--- config.mk ---
export PLATFORM = sky130hd
export DESIGN_NAME = pt_walker
export DESIGN_NICKNAME = d
export VERILOG_FILES = /design/src/rtl/ptw_pkg.sv /design/src/rtl/ptw_addr_gen.sv /design/src/rtl/ptw_pte_decode.sv /design/src/rtl/ptw_fsm.sv /design/src/rtl/pt_walker.sv
export SDC_FILE = /design/constraint.sdc
export NUM_CORES = 1
export LEC_CHECK = 0
export ABC_AREA = 1
export CAP_MARGIN = 20
export CORE_MARGIN = 1.5
export CORE_UTILIZATION = 38
export DETAILED_ROUTE_END_ITERATION = 6
export GPL_ROUTABILITY_DRIVEN = 0
export PLACE_DENSITY = 0.68
export SYNTH_ARGS = -nofsm -noshare
export SYNTH_HDL_FRONTEND = slang
export SYNTH_SLANG_ARGS = --single-unit
--- constraint.sdc ---
create_clock -name clk -period 4.1 [get_ports clk]
set_input_delay 0.82 -clock clk [delete_from_list [all_inputs] [get_ports clk]]
set_output_delay 0.82 -clock clk [all_outputs]
set_load 0.02 [all_outputs]
--- src/rtl/ptw_pkg.sv ---
package ptw_pkg;

  typedef enum logic [2:0] {
    ST_IDLE    = 3'd0,
    ST_READ_L1 = 3'd1,
    ST_READ_L2 = 3'd2,
    ST_DONE    = 3'd3,
    ST_FAULT   = 3'd4
  } walk_state_e;

  // Entry field positions (shared by both table levels)
  localparam int PTE_PRESENT_BIT = 0;
  localparam int PTE_PROT_LSB    = 1;
  localparam int PTE_PROT_W      = 2;
  localparam int PTE_MOD_BIT     = 3;
  localparam int PTE_REF_BIT     = 4;
  localparam int PTE_NC_BIT      = 5;

  typedef struct packed {
    logic                  nocache;
    logic                  referenced;
    logic                  modified;
    logic [PTE_PROT_W-1:0] prot;
  } pte_attr_t;

endpackage

--- src/rtl/ptw_addr_gen.sv ---
module ptw_addr_gen #(
  parameter int AW       = 32,
  parameter int IDX_W    = 10,
  parameter int ESZ_LOG2 = 2
) (
  input  logic [AW-1:0]    tbl_base,
  input  logic [IDX_W-1:0] idx,
  output logic [AW-1:0]    entry_addr
);
  localparam int PAD_W = AW - IDX_W;

  assign entry_addr = tbl_base + ({{PAD_W{1'b0}}, idx} << ESZ_LOG2);

endmodule

--- src/rtl/ptw_pte_decode.sv ---
module ptw_pte_decode
  import ptw_pkg::*;
#(
  parameter int PTE_W = 32,
  parameter int OFF_W = 12
) (
  input  logic [PTE_W-1:0]       pte,
  output logic                   present,
  output logic [PTE_W-OFF_W-1:0] frame,
  output pte_attr_t              attr
);
  assign present         = pte[PTE_PRESENT_BIT];
  assign frame           = pte[PTE_W-1:OFF_W];
  assign attr.prot       = pte[PTE_PROT_LSB +: PTE_PROT_W];
  assign attr.modified   = pte[PTE_MOD_BIT];
  assign attr.referenced = pte[PTE_REF_BIT];
  assign attr.nocache    = pte[PTE_NC_BIT];
endmodule

--- src/rtl/ptw_fsm.sv ---
module ptw_fsm
  import ptw_pkg::*;
(
  input  logic        clk,
  input  logic        rst_n,
  input  logic        req_valid,
  input  logic        rsp_valid,
  input  logic        entry_present,
  output walk_state_e state_q,
  output logic        accept,
  output logic        rd_issue,
  output logic        l1_load,
  output logic        leaf_load,
  output logic        fault_load
);
  walk_state_e state_d;
  logic        pending_q, pending_d;
  logic        rsp_take;
  logic        in_read;

  assign in_read  = (state_q == ST_READ_L1) || (state_q == ST_READ_L2);
  assign rd_issue = in_read && !pending_q;
  assign rsp_take = in_read && pending_q && rsp_valid;

  always_comb begin
    state_d    = state_q;
    accept     = 1'b0;
    l1_load    = 1'b0;
    leaf_load  = 1'b0;
    fault_load = 1'b0;
    pending_d  = pending_q;
    if (rd_issue)      pending_d = 1'b1;
    else if (rsp_take) pending_d = 1'b0;
    case (state_q)
      ST_IDLE: begin
        if (req_valid) begin
          accept  = 1'b1;
          state_d = ST_READ_L1;
        end
      end
      ST_READ_L1: begin
        if (rsp_take) begin
          if (entry_present) begin
            l1_load = 1'b1;
            state_d = ST_READ_L2;
          end else begin
            fault_load = 1'b1;
            state_d    = ST_FAULT;
          end
        end
      end
      ST_READ_L2: begin
        if (rsp_take) begin
          if (entry_present) begin
            leaf_load = 1'b1;
            state_d   = ST_DONE;
          end else begin
            fault_load = 1'b1;
            state_d    = ST_FAULT;
          end
        end
      end
      ST_DONE:  state_d = ST_IDLE;
      ST_FAULT: state_d = ST_IDLE;
      default:  state_d = ST_IDLE;
    endcase
  end

  always_ff @(posedge clk or negedge rst_n) begin
    if (!rst_n) begin
      state_q   <= ST_IDLE;
      pending_q <= 1'b0;
    end else begin
      state_q   <= state_d;
      pending_q <= pending_d;
    end
  end

endmodule

--- src/rtl/pt_walker.sv ---
module pt_walker
  import ptw_pkg::*;
#(
  parameter int VA_W     = 32,
  parameter int IDX_W    = 10,
  parameter int OFF_W    = 12,
  parameter int ESZ_LOG2 = 2
) (
  input  logic            clk,
  input  logic            rst_n,
  input  logic            req_valid,
  input  logic [VA_W-1:0] req_vaddr,
  input  logic [VA_W-1:0] root_base,
  output logic            ready,
  output logic            mem_rd_en,
  output logic [VA_W-1:0] mem_rd_addr,
  input  logic            mem_rd_valid,
  input  logic [VA_W-1:0] mem_rd_data,
  output logic            done,
  output logic            fault,
  output logic            fault_level,
  output logic [VA_W-1:0] paddr,
  output logic [1:0]      prot,
  output logic            modified,
  output logic            referenced,
  output logic            nocache
);
  localparam int LEVELS  = 2;
  localparam int FRAME_W = VA_W - OFF_W;

  // Reset: asserted asynchronously, released on a clock edge
  logic [1:0] rst_sync_q;
  logic       rst_int_n;

  always_ff @(posedge clk or negedge rst_n) begin
    if (!rst_n) rst_sync_q <= 2'b00;
    else        rst_sync_q <= {rst_sync_q[0], 1'b1};
  end
  assign rst_int_n = rst_sync_q[1];

  walk_state_e state_q;
  logic        accept, rd_issue, l1_load, leaf_load, fault_load;
  logic        ent_present;
  logic [FRAME_W-1:0] ent_frame;
  pte_attr_t   ent_attr;

  ptw_pte_decode #(.PTE_W(VA_W), .OFF_W(OFF_W)) u_dec (
    .pte     (mem_rd_data),
    .present (ent_present),
    .frame   (ent_frame),
    .attr    (ent_attr)
  );

  ptw_fsm u_fsm (
    .clk           (clk),
    .rst_n         (rst_int_n),
    .req_valid     (req_valid),
    .rsp_valid     (mem_rd_valid),
    .entry_present (ent_present),
    .state_q       (state_q),
    .accept        (accept),
    .rd_issue      (rd_issue),
    .l1_load       (l1_load),
    .leaf_load     (leaf_load),
    .fault_load    (fault_load)
  );

  // Walk context, each register with its own load enable
  logic [VA_W-1:0] va_q, base_q, l2_base_q, pa_q;
  pte_attr_t       attr_q;
  logic            flvl_q;

  always_ff @(posedge clk or negedge rst_int_n) begin
    if (!rst_int_n) begin
      va_q      <= '0;
      base_q    <= '0;
      l2_base_q <= '0;
      pa_q      <= '0;
      attr_q    <= '0;
      flvl_q    <= 1'b0;
    end else begin
      if (accept) begin
        va_q   <= req_vaddr;
        base_q <= root_base;
      end
      if (l1_load) l2_base_q <= {ent_frame, {OFF_W{1'b0}}};
      if (leaf_load) begin
        pa_q   <= {ent_frame, va_q[OFF_W-1:0]};
        attr_q <= ent_attr;
      end
      if (fault_load) flvl_q <= (state_q == ST_READ_L2);
    end
  end

  // Per-level entry address generation
  logic [VA_W-1:0]  lvl_base [LEVELS];
  logic [IDX_W-1:0] lvl_idx  [LEVELS];
  logic [VA_W-1:0]  lvl_addr [LEVELS];

  assign lvl_base[0] = base_q;
  assign lvl_base[1] = l2_base_q;

  for (genvar g = 0; g < LEVELS; g++) begin : g_lvl
    assign lvl_idx[g] = va_q[OFF_W + IDX_W*(LEVELS-g) - 1 -: IDX_W];
    ptw_addr_gen #(.AW(VA_W), .IDX_W(IDX_W), .ESZ_LOG2(ESZ_LOG2)) u_ag (
      .tbl_base   (lvl_base[g]),
      .idx        (lvl_idx[g]),
      .entry_addr (lvl_addr[g])
    );
  end

  assign mem_rd_en   = rd_issue;
  assign mem_rd_addr = (state_q == ST_READ_L2) ? lvl_addr[1] : lvl_addr[0];
  assign ready       = (state_q == ST_IDLE);
  assign done        = (state_q == ST_DONE);
  assign fault       = (state_q == ST_FAULT);
  assign fault_level = flvl_q;
  assign paddr       = pa_q;
  assign prot        = attr_q.prot;
  assign modified    = attr_q.modified;
  assign referenced  = attr_q.referenced;
  assign nocache     = attr_q.nocache;

endmodule

==> results_dict.tcl <==
set metrics [dict create \
    setup_violations 0 \
    yosys.area.top_type "dfrtp_1" \
    hold_violations 0 \
    pin_count 174 \
    dp_hpwl_mm 11.8 \
    grt_pass1_vias 5278 \
    arrival_ps 3060 \
    start_util_pct 39.4 \
    cp_cell_sequence "ha_1, fa_1, nand3_1, nand3_1, nand3_1, nand3_2, or2_1, nand3_1, o21ai_1, clkdlybuf4s50_1" \
    path_class "reg2out" \
    crit_buf_inv 1 \
    power.share.clock_pct 19.4 \
    violations "DRC" \
    cts.htree.levels 4 \
    coreArea_mm2 0.0168 \
    rsz0062_at_grt "false" \
    switching_share_pct 40.0 \
    p_seq_share_pct 27.6 \
    die_w_um 135 \
    viasPerCell 4.76 \
    cp.required_ps 3280 \
    synthAdderAreaFrac_pct 2.20 \
    insertion_delay_ps 410 \
    slowest_stage "clkdlybuf4s50_1" \
    drive_gt1_share_pct 15.3 \
    clk_pin_slew_worst_paths_ps 50 \
    tns_ps 0 \
    fmax_ghz 0.257 \
    synth-compound-area-share_pct 4.69 \
    clock_path_buffers 2 \
    ant_nets 0 \
    antenna_found_initial 0 \
    synth_seq_cells 128 \
    n_fill_cell 1563 \
    crit_top_cell "nand3_1" \
    dr.pass1.iters 7 \
    grt_usage_pct 19.2 \
    vias 5263 \
    grt_max_degree 78 \
    whs_ps 362 \
    slew_viol_final 0 \
    cts_made_buffers 17 \
    yosys-top-cells-area "dfrtp_1, nand2_1, mux2_2" \
    wl_per_cell_um 14.9 \
    relSlewSlack_pct 35.4 \
    worst_slack_ps 216 \
    drc 2 \
    die_h_um 135 \
    worst_slew_pin_slew_ps 969 \
    rrSetupSlack_ps 1750 \
    drt_iter0_drc 250 \
    mostFrequentLayoutCells "nand2_1, clkdlybuf4s50_1, dfrtp_1, inv_1, mux2_2" \
    fin_skew_ps 6.20 \
    post-cts-setup-buffers 0 \
    dieArea_mm2 0.0182 \
    p_comb_share_pct 53.0 \
    rows 47 \
    maxCapViolCount 0 \
    grt_overflow 0 \
    routed_wirelength_mm 16.5 \
    p_switching_mw 3.23 \
    cts_tree "done" \
    cts_root_buffer "clkbuf_16" \
    final_common_cell "nand2_1" \
    period_share_pct 94.7 \
    synthToLayoutAreaGrowth_pct 37.3 \
    worstSetupStartpointType "flip-flop" \
    mappedNetlistArea_mm2 0.00660 \
    synthMuxAreaShare_pct 16.7 \
    grt_pass1_wl_mm 26.9 \
    endpoint_kind "output pin" \
    ir_drop_mv 0.670 \
    p_int_mw 4.85 \
    min_path_type "reg2reg" \
    avgSynthCellArea_um2 9.35 \
    yosysWarnings 0 \
    synth_top_family_by_area "simple AND/OR/NAND/NOR gates" \
    path_max_fanout 8 \
    synthSimpleGateAreaFrac_pct 20.1 \
    path_delay_family "simple AND/OR/NAND/NOR gates" \
    netlist.area_leader.share_pct 48.6 \
    leakagePower_nw 4.39 \
    place_ws_ps 496 \
    portBuffers 167 \
    power.density_mw_per_mm2 893 \
    synthXorXnorAreaFrac_pct 1.06 \
    final_net_count 983 \
    syn_inst 705 \
    critical_path.max_stage_delay_ps 560 \
    cts_sinks 128 \
    period_minus_slack_ps 3880 \
    synth_fp_nets 816 \
    diodes 0 \
    synth_cell_types 33 \
    synth.yosys.seq_area_share_pct 48.6 \
    status "finished with violations" \
]
==> cell families after synthesis <==
| group | count (synthesis) |
|---|---|
| other cells | 1 |
| mux | 88 |
| buf+inv | 95 |
| fa+ha+maj | 11 |
| compound gates | 60 |
| xor+xnor | 8 |
| flops | 128 |
| simple gates | 314 |
==> synthesized netlist by cell type, drive strengths merged <==
library cell and number:
a21boi 1, a21oi 15, and2 2, buf 17, clkbuf 6, conb 1
dfrtp 128, fa 1, ha 10, inv 72, mux2 88, nand2 198
nand3 47, nand3b 3, nand4 6, nor2 50, nor3 7, o21a 1
o21ai 40, o22ai 3, or2 1, xnor2 8
==> power groups by stage <==
stage,logic [mW],clock network (mW),registers (mW)
after floorplan,2.53,0,2.34
after global placement,4.28,0,2.23
after detailed placement,4.31,0,2.24
after CTS,4.34,1.62,2.23
after global routing,4.70,1.66,2.32
final,4.28,1.57,2.23
==> stage by stage <==
stage               std cells  power [mW]  cell area [µm²]  utilization (%)
floorplan                 705        4.87             6600                -
global placement         1073        6.51             8430             50.3
detailed placement       1073        6.55             8430             50.3
CTS                      1105        8.19             9040             54.0
global route             1105        8.68             9050             54.0
finish                   1105        8.08             9050             54.0
==> sequential cells by signal, summed over array words and instances (netlist names), 2 cells and up <==
name           cells
prot               2
rst_sync_q         2
va_q              32
paddr             32
u_fsm.state_q      3
l2_base_q         20
base_q            32
==> final cells by class <==
cell class	instances	area, µm²	area share [%]
inverters	72	270	2.98
clock inverters	11	163	1.80
clock buffers	21	450	4.97
repair buffers	171	1720	19.0
well taps	220	275	3.04
flip-flops and latches	128	3210	35.4
multi-input cells	482	2970	32.8
==> layer usage <==
layer / global-route usage (%) / vias up / wire length (µm) / part of all wire, %
met4: 5.08 / 0 / 125 / 0.76
met5: 0 / - / 0 / 0
met1: 24.7 / 2496 / 7400 / 45
li1: - / 2613 / - / -
met3: 7.13 / 7 / 1350 / 8.2
met2: 30.5 / 147 / 7590 / 46
==> final timing paths <==
kind / startpoint / end / depth (start not counted)
max reg2reg: u_fsm.state_q[0]$_DFFE_PN0P_ / l2_base_q[15]$_DFFE_PN0P_ / 11
min reg2reg: rst_sync_q[0]$_DFF_PN0_ / rst_sync_q[1]$_DFF_PN0_ / 0
min in group asynchronous: rst_sync_q[1]$_DFF_PN0_ / va_q[6]$_DFFE_PN0P_ / 0
min: rst_sync_q[0]$_DFF_PN0_ / rst_sync_q[1]$_DFF_PN0_ / 0
max: base_q[2]$_DFFE_PN0P_ / mem_rd_addr[14] / 10
max in group asynchronous: rst_sync_q[1]$_DFF_PN0_ / base_q[4]$_DFFE_PN0P_ / 1
==> what timing repair did <==
action / 4_1_cts / 5_1_grt
resized for setup: 0 / 3
setup endpoints to repair: 0 / 4
hold endpoints to repair: 0 / 0
hold buffers: 0 / 0
No activity file was read; power rests on OpenSTA's default activity.
